## config.mk

```make
export PLATFORM = sky130hd
export DESIGN_NAME = lcd_run_engine
export DESIGN_NICKNAME = d
export VERILOG_FILES = /design/src/rtl/lcd_run_engine.sv
export SDC_FILE = /design/constraint.sdc
export NUM_CORES = 1
export LEC_CHECK = 0
export BUFFER_PORTS_ARGS = -buffer_cell sky130_fd_sc_hd__buf_2
export CAP_MARGIN = 20
export CELL_PAD_IN_SITES_DETAIL_PLACEMENT = 0
export CELL_PAD_IN_SITES_GLOBAL_PLACEMENT = 1
export CORE_ASPECT_RATIO = 0.7
export CORE_MARGIN = 1
export CORE_UTILIZATION = 38
export DETAILED_ROUTE_END_ITERATION = 7
export GPL_ROUTABILITY_DRIVEN = 0
export GPL_TIMING_DRIVEN = 0
export PLACE_DENSITY_LB_ADDON = 0.1
export SKIP_CTS_REPAIR_TIMING = 1
export SLEW_MARGIN = 30
export SYNTH_ARGS = -nofsm -noshare
export SYNTH_HDL_FRONTEND = slang
export SYNTH_SLANG_ARGS = --single-unit
```

## constraint.sdc

```tcl
create_clock -name clk -period 2.2 [get_ports clk]
set_input_delay 0.44 -clock clk [delete_from_list [all_inputs] [get_ports clk]]
set_output_delay 0.44 -clock clk [all_outputs]
set_load 0.05 [all_outputs]
```

## src/rtl/lcd_run_engine.sv

```systemverilog
module lcd_run_engine #(
  parameter int SETUP_CYC  = 2,
  parameter int STROBE_CYC = 2,
  parameter int PORT_W     = 240,
  parameter int PORT_H     = 320,
  parameter int CW         = 9
) (
  input  logic          clk,
  input  logic          rst_n,
  input  logic [1:0]    orient,
  input  logic          req_valid,
  output logic          req_ready,
  input  logic [1:0]    req_op,
  input  logic [7:0]    req_index,
  input  logic [15:0]   req_wdata,
  input  logic [CW-1:0] req_row,
  input  logic [CW-1:0] req_col,
  input  logic [CW-1:0] req_len,
  input  logic          pix_in_valid,
  output logic          pix_in_ready,
  input  logic [15:0]   pix_in_data,
  output logic          rd_valid,
  output logic [15:0]   rd_data,
  output logic          busy,
  output logic          lcd_cs_n,
  output logic          lcd_rs,
  output logic          lcd_wr_n,
  output logic          lcd_rd_n,
  output logic [15:0]   lcd_dq_o,
  output logic          lcd_dq_oe,
  input  logic [15:0]   lcd_dq_i
);
  localparam int TMAX = (SETUP_CYC > STROBE_CYC) ? SETUP_CYC : STROBE_CYC;
  localparam int TW = $clog2(TMAX + 1);
  localparam logic [TW-1:0] T_SET = TW'(SETUP_CYC - 1);
  localparam logic [TW-1:0] T_STB = TW'(STROBE_CYC - 1);
  localparam logic [CW:0]   LEN_S = (CW+1)'(PORT_W);
  localparam logic [CW:0]   LEN_L = (CW+1)'(PORT_H);
  localparam logic [CW-1:0] MAX_S = CW'(PORT_W - 1);
  localparam logic [CW-1:0] MAX_L = CW'(PORT_H - 1);

  typedef enum logic [1:0] {P_IDLE, P_WAIT, P_SETUP, P_STROBE} phase_t;
  typedef enum logic [3:0] {S_IDX_X, S_DAT_X, S_IDX_Y, S_DAT_Y, S_IDX_G,
                            S_DUMMY, S_PIX, S_IDX_R, S_DAT_R} step_t;

  phase_t phase;
  step_t  step;
  logic [TW-1:0] tmr;
  logic [1:0]    op_q;
  logic [7:0]    idx_q;
  logic [15:0]   wd_q, pix_q;
  logic [CW-1:0] x_q, y_q, rem_q;

  wire land = (orient == 2'b10);
  wire rev  = (orient == 2'b01);
  wire [CW:0] line_len = land ? LEN_L : LEN_S;
  wire [CW:0] line_cnt = land ? LEN_S : LEN_L;
  wire [CW:0] run_end  = {1'b0, req_col} + {1'b0, req_len};
  wire reject = req_op[1] && (req_len == '0 || run_end > line_len ||
                              {1'b0, req_row} >= line_cnt);
  wire [CW-1:0] map_x = rev ? MAX_S - req_col : req_col;
  wire [CW-1:0] map_y = rev ? MAX_L - req_row : (land ? MAX_S - req_row : req_row);

  wire beat_rd = (step == S_DUMMY) || (step == S_PIX && op_q == 2'b11) ||
                 (step == S_DAT_R && op_q == 2'b01);

  always_comb begin
    lcd_rs   = 1'b1;
    lcd_dq_o = '0;
    case (step)
      S_IDX_X: begin lcd_rs = 1'b0; lcd_dq_o = 16'h0020; end
      S_DAT_X: lcd_dq_o = 16'(x_q);
      S_IDX_Y: begin lcd_rs = 1'b0; lcd_dq_o = 16'h0021; end
      S_DAT_Y: lcd_dq_o = 16'(y_q);
      S_IDX_G: begin lcd_rs = 1'b0; lcd_dq_o = 16'h0022; end
      S_PIX:   lcd_dq_o = pix_q;
      S_IDX_R: begin lcd_rs = 1'b0; lcd_dq_o = {8'h00, idx_q}; end
      S_DAT_R: lcd_dq_o = wd_q;
      default: lcd_dq_o = '0;
    endcase
  end

  assign busy         = (phase != P_IDLE);
  assign req_ready    = !busy;
  assign pix_in_ready = (phase == P_WAIT);
  assign lcd_cs_n     = !busy;
  assign lcd_wr_n     = !(phase == P_STROBE && !beat_rd);
  assign lcd_rd_n     = !(phase == P_STROBE && beat_rd);
  assign lcd_dq_oe    = (phase == P_SETUP || phase == P_STROBE) && !beat_rd;

  always_ff @(posedge clk or negedge rst_n) begin
    if (!rst_n) begin
      phase    <= P_IDLE;
      step     <= S_IDX_X;
      tmr      <= '0;
      op_q     <= '0;
      idx_q    <= '0;
      wd_q     <= '0;
      pix_q    <= '0;
      x_q      <= '0;
      y_q      <= '0;
      rem_q    <= '0;
      rd_valid <= 1'b0;
      rd_data  <= '0;
    end else begin
      rd_valid <= 1'b0;
      case (phase)
        P_IDLE: if (req_valid && !reject) begin
          op_q  <= req_op;
          idx_q <= req_index;
          wd_q  <= req_wdata;
          x_q   <= map_x;
          y_q   <= map_y;
          rem_q <= req_len;
          step  <= req_op[1] ? S_IDX_X : S_IDX_R;
          phase <= P_SETUP;
          tmr   <= T_SET;
        end
        P_WAIT: if (pix_in_valid) begin
          pix_q <= pix_in_data;
          phase <= P_SETUP;
          tmr   <= T_SET;
        end
        P_SETUP: if (tmr == '0) begin
          phase <= P_STROBE;
          tmr   <= T_STB;
        end else tmr <= tmr - 1'b1;
        P_STROBE: if (tmr != '0) tmr <= tmr - 1'b1;
        else begin
          if (beat_rd) rd_data <= lcd_dq_i;
          rd_valid <= beat_rd && (step != S_DUMMY);
          phase <= P_SETUP;
          tmr   <= T_SET;
          case (step)
            S_IDX_X: step <= S_DAT_X;
            S_DAT_X: step <= S_IDX_Y;
            S_IDX_Y: step <= S_DAT_Y;
            S_DAT_Y: step <= S_IDX_G;
            S_IDX_G: if (op_q[0]) step <= S_DUMMY;
                     else begin step <= S_PIX; phase <= P_WAIT; end
            S_DUMMY: step <= S_PIX;
            S_PIX: begin
              rem_q <= rem_q - 1'b1;
              if (rem_q == 1) phase <= P_IDLE;
              else if (!op_q[0]) phase <= P_WAIT;
            end
            S_IDX_R: step <= S_DAT_R;
            default: phase <= P_IDLE;
          endcase
        end
        default: phase <= P_IDLE;
      endcase
    end
  end
endmodule

```

==> flow_metrics.tcl, run 1 <==
set metrics [dict create \
    antenna_cells 0 \
    fin_tns_setup_ns -83.62 \
    antenna_found_initial 0 \
    rr_startpoint "phase[0]" \
    cpPeakStageDelay_ns 0.34 \
    synth_flop_cell "dfrtp_1" \
    p_int_mw 6.36 \
    critPathBufInv 5 \
    syn_nets 604 \
    peakVddDrop_mv 0.972 \
    ys_ff_latch 94 \
    ctsHtreeMaxLevel 3 \
    die-height_um 102 \
    synth.yosys.seq_area_share 0.434 \
    tightest_slew_ns 0.831 \
    drtIter0Drc 274 \
    cp-startpoint "req_len[0]" \
    syn2layout_area_growth_pct 46.3 \
    finalWirelength_um 16500 \
    clockBufferDepth 2 \
    status "complete, but fails checks" \
    via_per_inst 5.37 \
    grt_pass1_vias 4230 \
    combPwrFrac 0.594 \
    path_max_fanout 7 \
    cts_buffers 9 \
    clk_latency_ns 0.34 \
    synth_edf_count 0 \
    cp-end-kind "flip-flop" \
    violations "negative hold slack, negative setup slack" \
    p_switching_mw 5.00 \
    numPlacedInstances 805 \
    clockPowerShare 0.130 \
    p_leak_nw 3.65 \
    ioPinCount 132 \
    critical_path_class "in2reg" \
    syn_area_per_cell_sq_um 11.2 \
    final_core_util 0.570 \
    fin_skew_ns 0.00754 \
    die-width_um 145 \
    max_freq_ghz 0.278 \
    power.share.sequential 0.276 \
    ys_types 64 \
    final_nets 798 \
    portBuffers 129 \
    critPathTopFamily "compound AO/OA/AOI/OAI gates" \
    rows 36 \
    drive_gt1_frac 0.520 \
    clk_pin_slew_ns 0.07 \
    worstPathCellList "buf_8 -> ha_4 -> inv_2 -> fa_2 -> nand2b_4 -> a21oi_4 -> o21a_1 -> o21a_1 -> nor2_2 -> xnor2_1 -> ha_1 -> nand2_2 -> buf_4 -> o31ai_2 -> nand3_2 -> a21oi_4 -> buf_12 -> clkbuf_16 -> mux2_4" \
    fin_ws_ns -1.40 \
    hold_path.class "in2async" \
    postRouteAntennaNets 0 \
    wl_per_cell_um 18.9 \
    critical_path_required_ns 2.42 \
    cp_num_cells 19 \
    relSlewSlack 0.444 \
    setup_violations 79 \
    pwr_density_cell_nw_per_um2 1430 \
    cp-start-kind "input pin" \
    rsz0062_at_grt "true" \
    finalNonFillerCells 874 \
    yosys_warnings 0 \
    root_buffer "clkbuf_16" \
    dp_hpwl_um 11400 \
    clkSinkCount 94 \
    final.period_utilization 1.63 \
    synthCells 485 \
    r2r-end "rem_q[1]" \
    drc 0 \
    finalCriticalPeriod_ns 3.60 \
    ff2ff_path_depth 7 \
    whs_ns -0.0215 \
    slew_violations 0 \
    netlist_area_sq_um 5420 \
    critical_path_arrival_ns 3.82 \
    reg2reg_slack_ns -0.14 \
    route.vias.total 4691 \
    drt-pass1-iter-count 5 \
    start_util 0.390 \
    overflow 0 \
    cts_tree "yes" \
    max_cap_viol_count 0 \
    swShare 0.440 \
    coreArea_sq_um 13900 \
    finalHoldViolCount 26 \
    dieArea_sq_um 14800 \
    synthArstFlopShare 1.00 \
    grt_pass1_wl_um 22700 \
    cp-endpoint "wd_q[14]" \
    grt_usage 0.205 \
    finalPower_mw 11.4 \
    cp_slowest_cell "ha_1" \
    grt_max_degree 62 \
]
-- cells in the final DEF, fill, tap and decap left out, drive strengths merged, types with 17 or more instances in the layout --
| cell | count |
|---|---|
| nand2 | 33 |
| buf | 192 |
| clkbuf | 24 |
| inv | 21 |
| xnor2 | 17 |
| mux2 | 79 |
| ha | 27 |
| nor2 | 30 |
| a21oi | 18 |
| dfrtp | 94 |
-- registers in the layout, indices dropped and copies added, names as in the netlist --
signal	count
rem_q	9
idx_q	8
pix_q	16
y_q	9
wd_q	16
rd_valid	1
x_q	9
rd_data	16
tmr	2
phase	2
op_q	2
step	4
-- layer usage --
layer,wire length [um],track usage
met2,7600,0.306
met4,117,0.0453
met5,0,0
met3,938,0.0520
met1,7810,0.297
-- area by class of cell --
class | count | area (sq um)
Buffer | 20 | 204
Inverter | 22 | 106
Multi-Input combinational cell | 348 | 3360
Clock inverter | 4 | 31.3
Sequential cell | 94 | 2360
Tap cell | 190 | 238
Fill cell | 1202 | 5980
Clock buffer | 12 | 246
Timing Repair Buffer | 184 | 1390
-- how the worst min path moves through the flow --
stage | startpoint | slack, ns | end | cells past startpoint
5_1_grt | rst_n | 0.002 | tmr[0] | 1
4_1_cts | rst_n | -0.006 | tmr[1] | 1
3_3_place_gp | wd_q[3] | 0.47 | wd_q[3] | 1
3_5_place_dp | rst_n | 0.36 | tmr[1] | 1
2_1_floorplan | rst_n | 0.14 | idx_q[0] | 0
6_report | rst_n | -0.02 | tmr[1] | 1
-- cells by family (layout without fill, tap and decap cells) --
group / count (synthesis) / after routing / synth area share
compound gates: 109 / 109 / 0.158
xor+xnor: 21 / 21 / 0.0339
fa+ha+maj: 28 / 28 / 0.0660
buf+inv: 43 / 242 / 0.0353
flops: 94 / 94 / 0.434
mux: 86 / 86 / 0.178
simple gates: 104 / 104 / 0.0953
-- synthesized netlist by cell type (all sizes together) (3+ instances only) --
cell     number  area share
o41ai         3      0.0048
xor2          4      0.0065
a21oi        18       0.019
dfrtp        94        0.43
nand3         6      0.0065
mux2i         7       0.013
a22o          8       0.013
a2bb2oi       7       0.011
inv          21       0.015
ha           27       0.062
nor4          6       0.011
clkbuf       12      0.0083
buf           9       0.012
nand2b        5      0.0058
nor2b         3      0.0035
nor3         11       0.012
nand2        33       0.023
a2111oi       7       0.015
o31ai         3      0.0051
o21ai        11       0.010
nand4         4      0.0046
mux2         79        0.16
a21o          5      0.0069
a22oi         7      0.0097
xnor2        17       0.027
a222oi        7       0.013
o21a          5      0.0069
o22ai         7      0.0081
a31oi         6      0.0069
nor2         30       0.021
-- through the flow --
| step | setup WS, ns | cell area (sq um) |
|---|---|---|
| after floorplan | -1.32 | 5560 |
| after global placement | -1.83 | 6440 |
| after detailed placement | -1.88 | 6490 |
| after CTS | -1.53 | 6770 |
| after global routing | -1.57 | 7930 |
| final | -1.40 | 7930 |
-- power by group through the flow --
stage	Combinational, mW	Sequential, mW	Clock, mW
floorplan	3.36	3.47	0
global placement	4.96	3.03	0
detailed placement	5.04	3.07	0
CTS	5.05	3.05	1.51
global route	7.19	3.21	1.59
finish	6.74	3.13	1.48
-- worst reg2reg max path, cell delays in order, from the launching register on --
cell and delay, ns:
dfrtp_1 0.44, inv_1 0.09, ha_1 0.30, inv_1 0.21, nor2_1 0.08, a31oi_2 0.66, nor3_4 0.12, mux2_4 0.32
(Power assumes the default switching activity.)
==> run 2: changes to the inputs <==
--- a/config.mk
+++ b/config.mk
@@ -11,7 +11,7 @@
 export CELL_PAD_IN_SITES_GLOBAL_PLACEMENT = 1
 export CORE_ASPECT_RATIO = 0.7
 export CORE_MARGIN = 1
-export CORE_UTILIZATION = 38
+export CORE_UTILIZATION = 40
 export DETAILED_ROUTE_END_ITERATION = 7
 export GPL_ROUTABILITY_DRIVEN = 0
 export GPL_TIMING_DRIVEN = 0
==> constraint.sdc (replaced) <==
create_clock -name clk -period 3.38 [get_ports clk]
set_input_delay 0.676 -clock clk [delete_from_list [all_inputs] [get_ports clk]]
set_output_delay 0.676 -clock clk [all_outputs]
set_load 0.05 [all_outputs]
==> run 2 against run 1 <==
The run ends with negative setup slack left. Power fell by 41%. Register-to-register slack improved by 0.74 ns. Sequential share of layout area rose by 1.8 points. Critical endpoint is now wd_q[3].
==> flow_metrics.tcl, run 2 (synthesis gave the netlist of run 1 again) <==
set metrics [dict create \
    grt_max_degree 57 \
    antenna_cells 0 \
    route.vias.total 4503 \
    critical_path_class "in2reg" \
    coreArea_sq_um 13200 \
    layout_common_cells "buf_2 (129), dfrtp_1 (94), mux2_4 (40)" \
    via_per_inst 5.35 \
    multiInputGateArea_sq_um 3370 \
    rr_startpoint "step[3]" \
    cp_slowest_cell "mux2_4" \
    max_cap_viol_count 0 \
    rows 35 \
    final.period_utilization 1.13 \
    start_util 0.411 \
    violations "negative setup slack" \
    drc 0 \
    relSlewSlack 0.105 \
    clkSinkCount 94 \
    r2r-end "rem_q[1]" \
    drive_gt1_frac 0.461 \
    ctsHtreeMaxLevel 3 \
    final_core_util 0.567 \
    reg2reg_slack_ns 0.60 \
    finalWirelength_um 15600 \
    overflow 0 \
    grt_pass1_wl_um 23100 \
    root_buffer "clkbuf_16" \
    die-height_um 99.4 \
    slew_violations 0 \
    antenna_found_initial 0 \
    cp-startpoint "req_col[1]" \
    setup_violations 60 \
    final_common_cell "buf_2" \
    max_freq_ghz 0.263 \
    finalHoldViolCount 0 \
    rsz0062_at_grt "true" \
    fin_ws_ns -0.423 \
    seqCellArea_sq_um 2350 \
    worstPathCellList "buf_2 -> ha_4 -> a211oi_4 -> nor3_4 -> o21a_1 -> nor2_2 -> o21bai_1 -> a21oi_2 -> xnor2_1 -> ha_1 -> nand2_2 -> nor2_1 -> o221a_1 -> o31ai_1 -> nand3_1 -> a21oi_4 -> buf_6 -> clkbuf_16 -> mux2_4" \
    cts_buffers 9 \
    grt_pass1_vias 4309 \
    clk_latency_ns 0.34 \
    critical_path_arrival_ns 4.02 \
    reg_top3 "pix_q: 16 flops, rd_data: 16 flops, wd_q: 16 flops" \
    pwr_density_cell_nw_per_um2 891 \
    grt_usage 0.213 \
    critical_path_required_ns 3.60 \
    dieArea_sq_um 14000 \
    finalPower_mw 6.66 \
    tightest_slew_ns 1.34 \
    drtIter0Drc 318 \
    cpPeakStageDelay_ns 0.30 \
    path_max_fanout 5 \
    final_nets 772 \
    critPathBufInv 3 \
    nFillCells 1167 \
    fin_skew_ns 0.00566 \
    postRouteAntennaNets 0 \
    cp-end-kind "flip-flop" \
    ioPinCount 132 \
    critPathTopFamily "compound AO/OA/AOI/OAI gates" \
    cp-start-kind "input pin" \
    p_leak_nw 3.44 \
    syn2layout_area_growth_pct 37.9 \
    die-width_um 141 \
    drt-pass1-iter-count 5 \
    finalCriticalPeriod_ns 3.80 \
    clk_pin_slew_ns 0.07 \
    ff2ff_path_depth 6 \
    dp_hpwl_um 11100 \
    clockBufferDepth 2 \
    peakVddDrop_mv 0.562 \
    portBuffers 129 \
    cts_tree "yes" \
    wl_per_cell_um 18.5 \
    status "complete, but fails checks" \
    hold_path.class "in2async" \
]
==> run 2: changes by cell type in the layout (fill, tap and decap cells not counted), sizes merged <==
| cell | previous run | this run |
|---|---|---|
| buf | 192 | 162 |
| clkbuf | 24 | 25 |
| inv | 21 | 23 |
| clkinv | 1 | 4 |
| clkinvlp | 4 | 1 |
==> run 2: metrics by stage <==
| step | instances | worst slack, ns | hold slack, ns | setup TNS [ns] | instance area, sq um |
|---|---|---|---|---|---|
| 2_1_floorplan | 485 | -0.374 | 0.380 | -18.88 | 5540 |
| 3_3_place_gp | 799 | -0.892 | 0.478 | -50.12 | 6410 |
| 3_5_place_dp | 800 | -0.924 | 0.489 | -51.43 | 6460 |
| 4_1_cts | 815 | -0.584 | 0.255 | -32.53 | 6730 |
| 5_1_grt | 842 | -0.570 | 0.269 | -29.08 | 7480 |
| 6_report | 842 | -0.423 | 0.242 | -20.83 | 7480 |
==> run 2: worst max-delay path by stage <==
stage	endpoint	slack, ns	cells past startpoint
floorplan	wd_q[10]	-0.37	18
global placement	y_q[8]	-0.89	19
detailed placement	step[2]	-0.92	18
CTS	step[2]	-0.58	18
global route	wd_q[3]	-0.57	19
finish	wd_q[3]	-0.42	19
==> run 2: area by class of cell <==
type                    instances  share of cell area
flip-flops and latches         94               0.315
well taps                     185              0.0310
inverters                      22              0.0110
multi-input cells             348               0.451
clock buffers                   9              0.0301
clock inverters                 6             0.00636
plain buffers                  21              0.0214
repair buffers                157               0.134
==> run 2: power breakdown <==
part / leakage [nW] / switching [mW] / internal (mW) / total (mW)
logic: 2.16 / 2.26 / 1.45 / 3.71
registers: 1.15 / 0.363 / 1.65 / 2.01
clock network: 0.132 / 0.437 / 0.501 / 0.938
total: 3.44 / 3.06 / 3.59 / 6.66
==> run 2: metal layers <==
metal / wire, um / GRT usage / up-vias
li1: - / - / 2138
met5: 0 / 0 / -
met4: 80 / 0.0360 / 0
met3: 617 / 0.0438 / 6
met2: 7030 / 0.327 / 105
met1: 7840 / 0.312 / 2254
==> run 2: worst reg2reg max path, cell delays in order (launching register included) <==
cell and delay (ns):
dfrtp_1 0.53, inv_2 0.18, nand2_1 0.28, nor2_4 0.13, a31oi_2 1.08, nor3_4 0.12, mux2_4 0.35
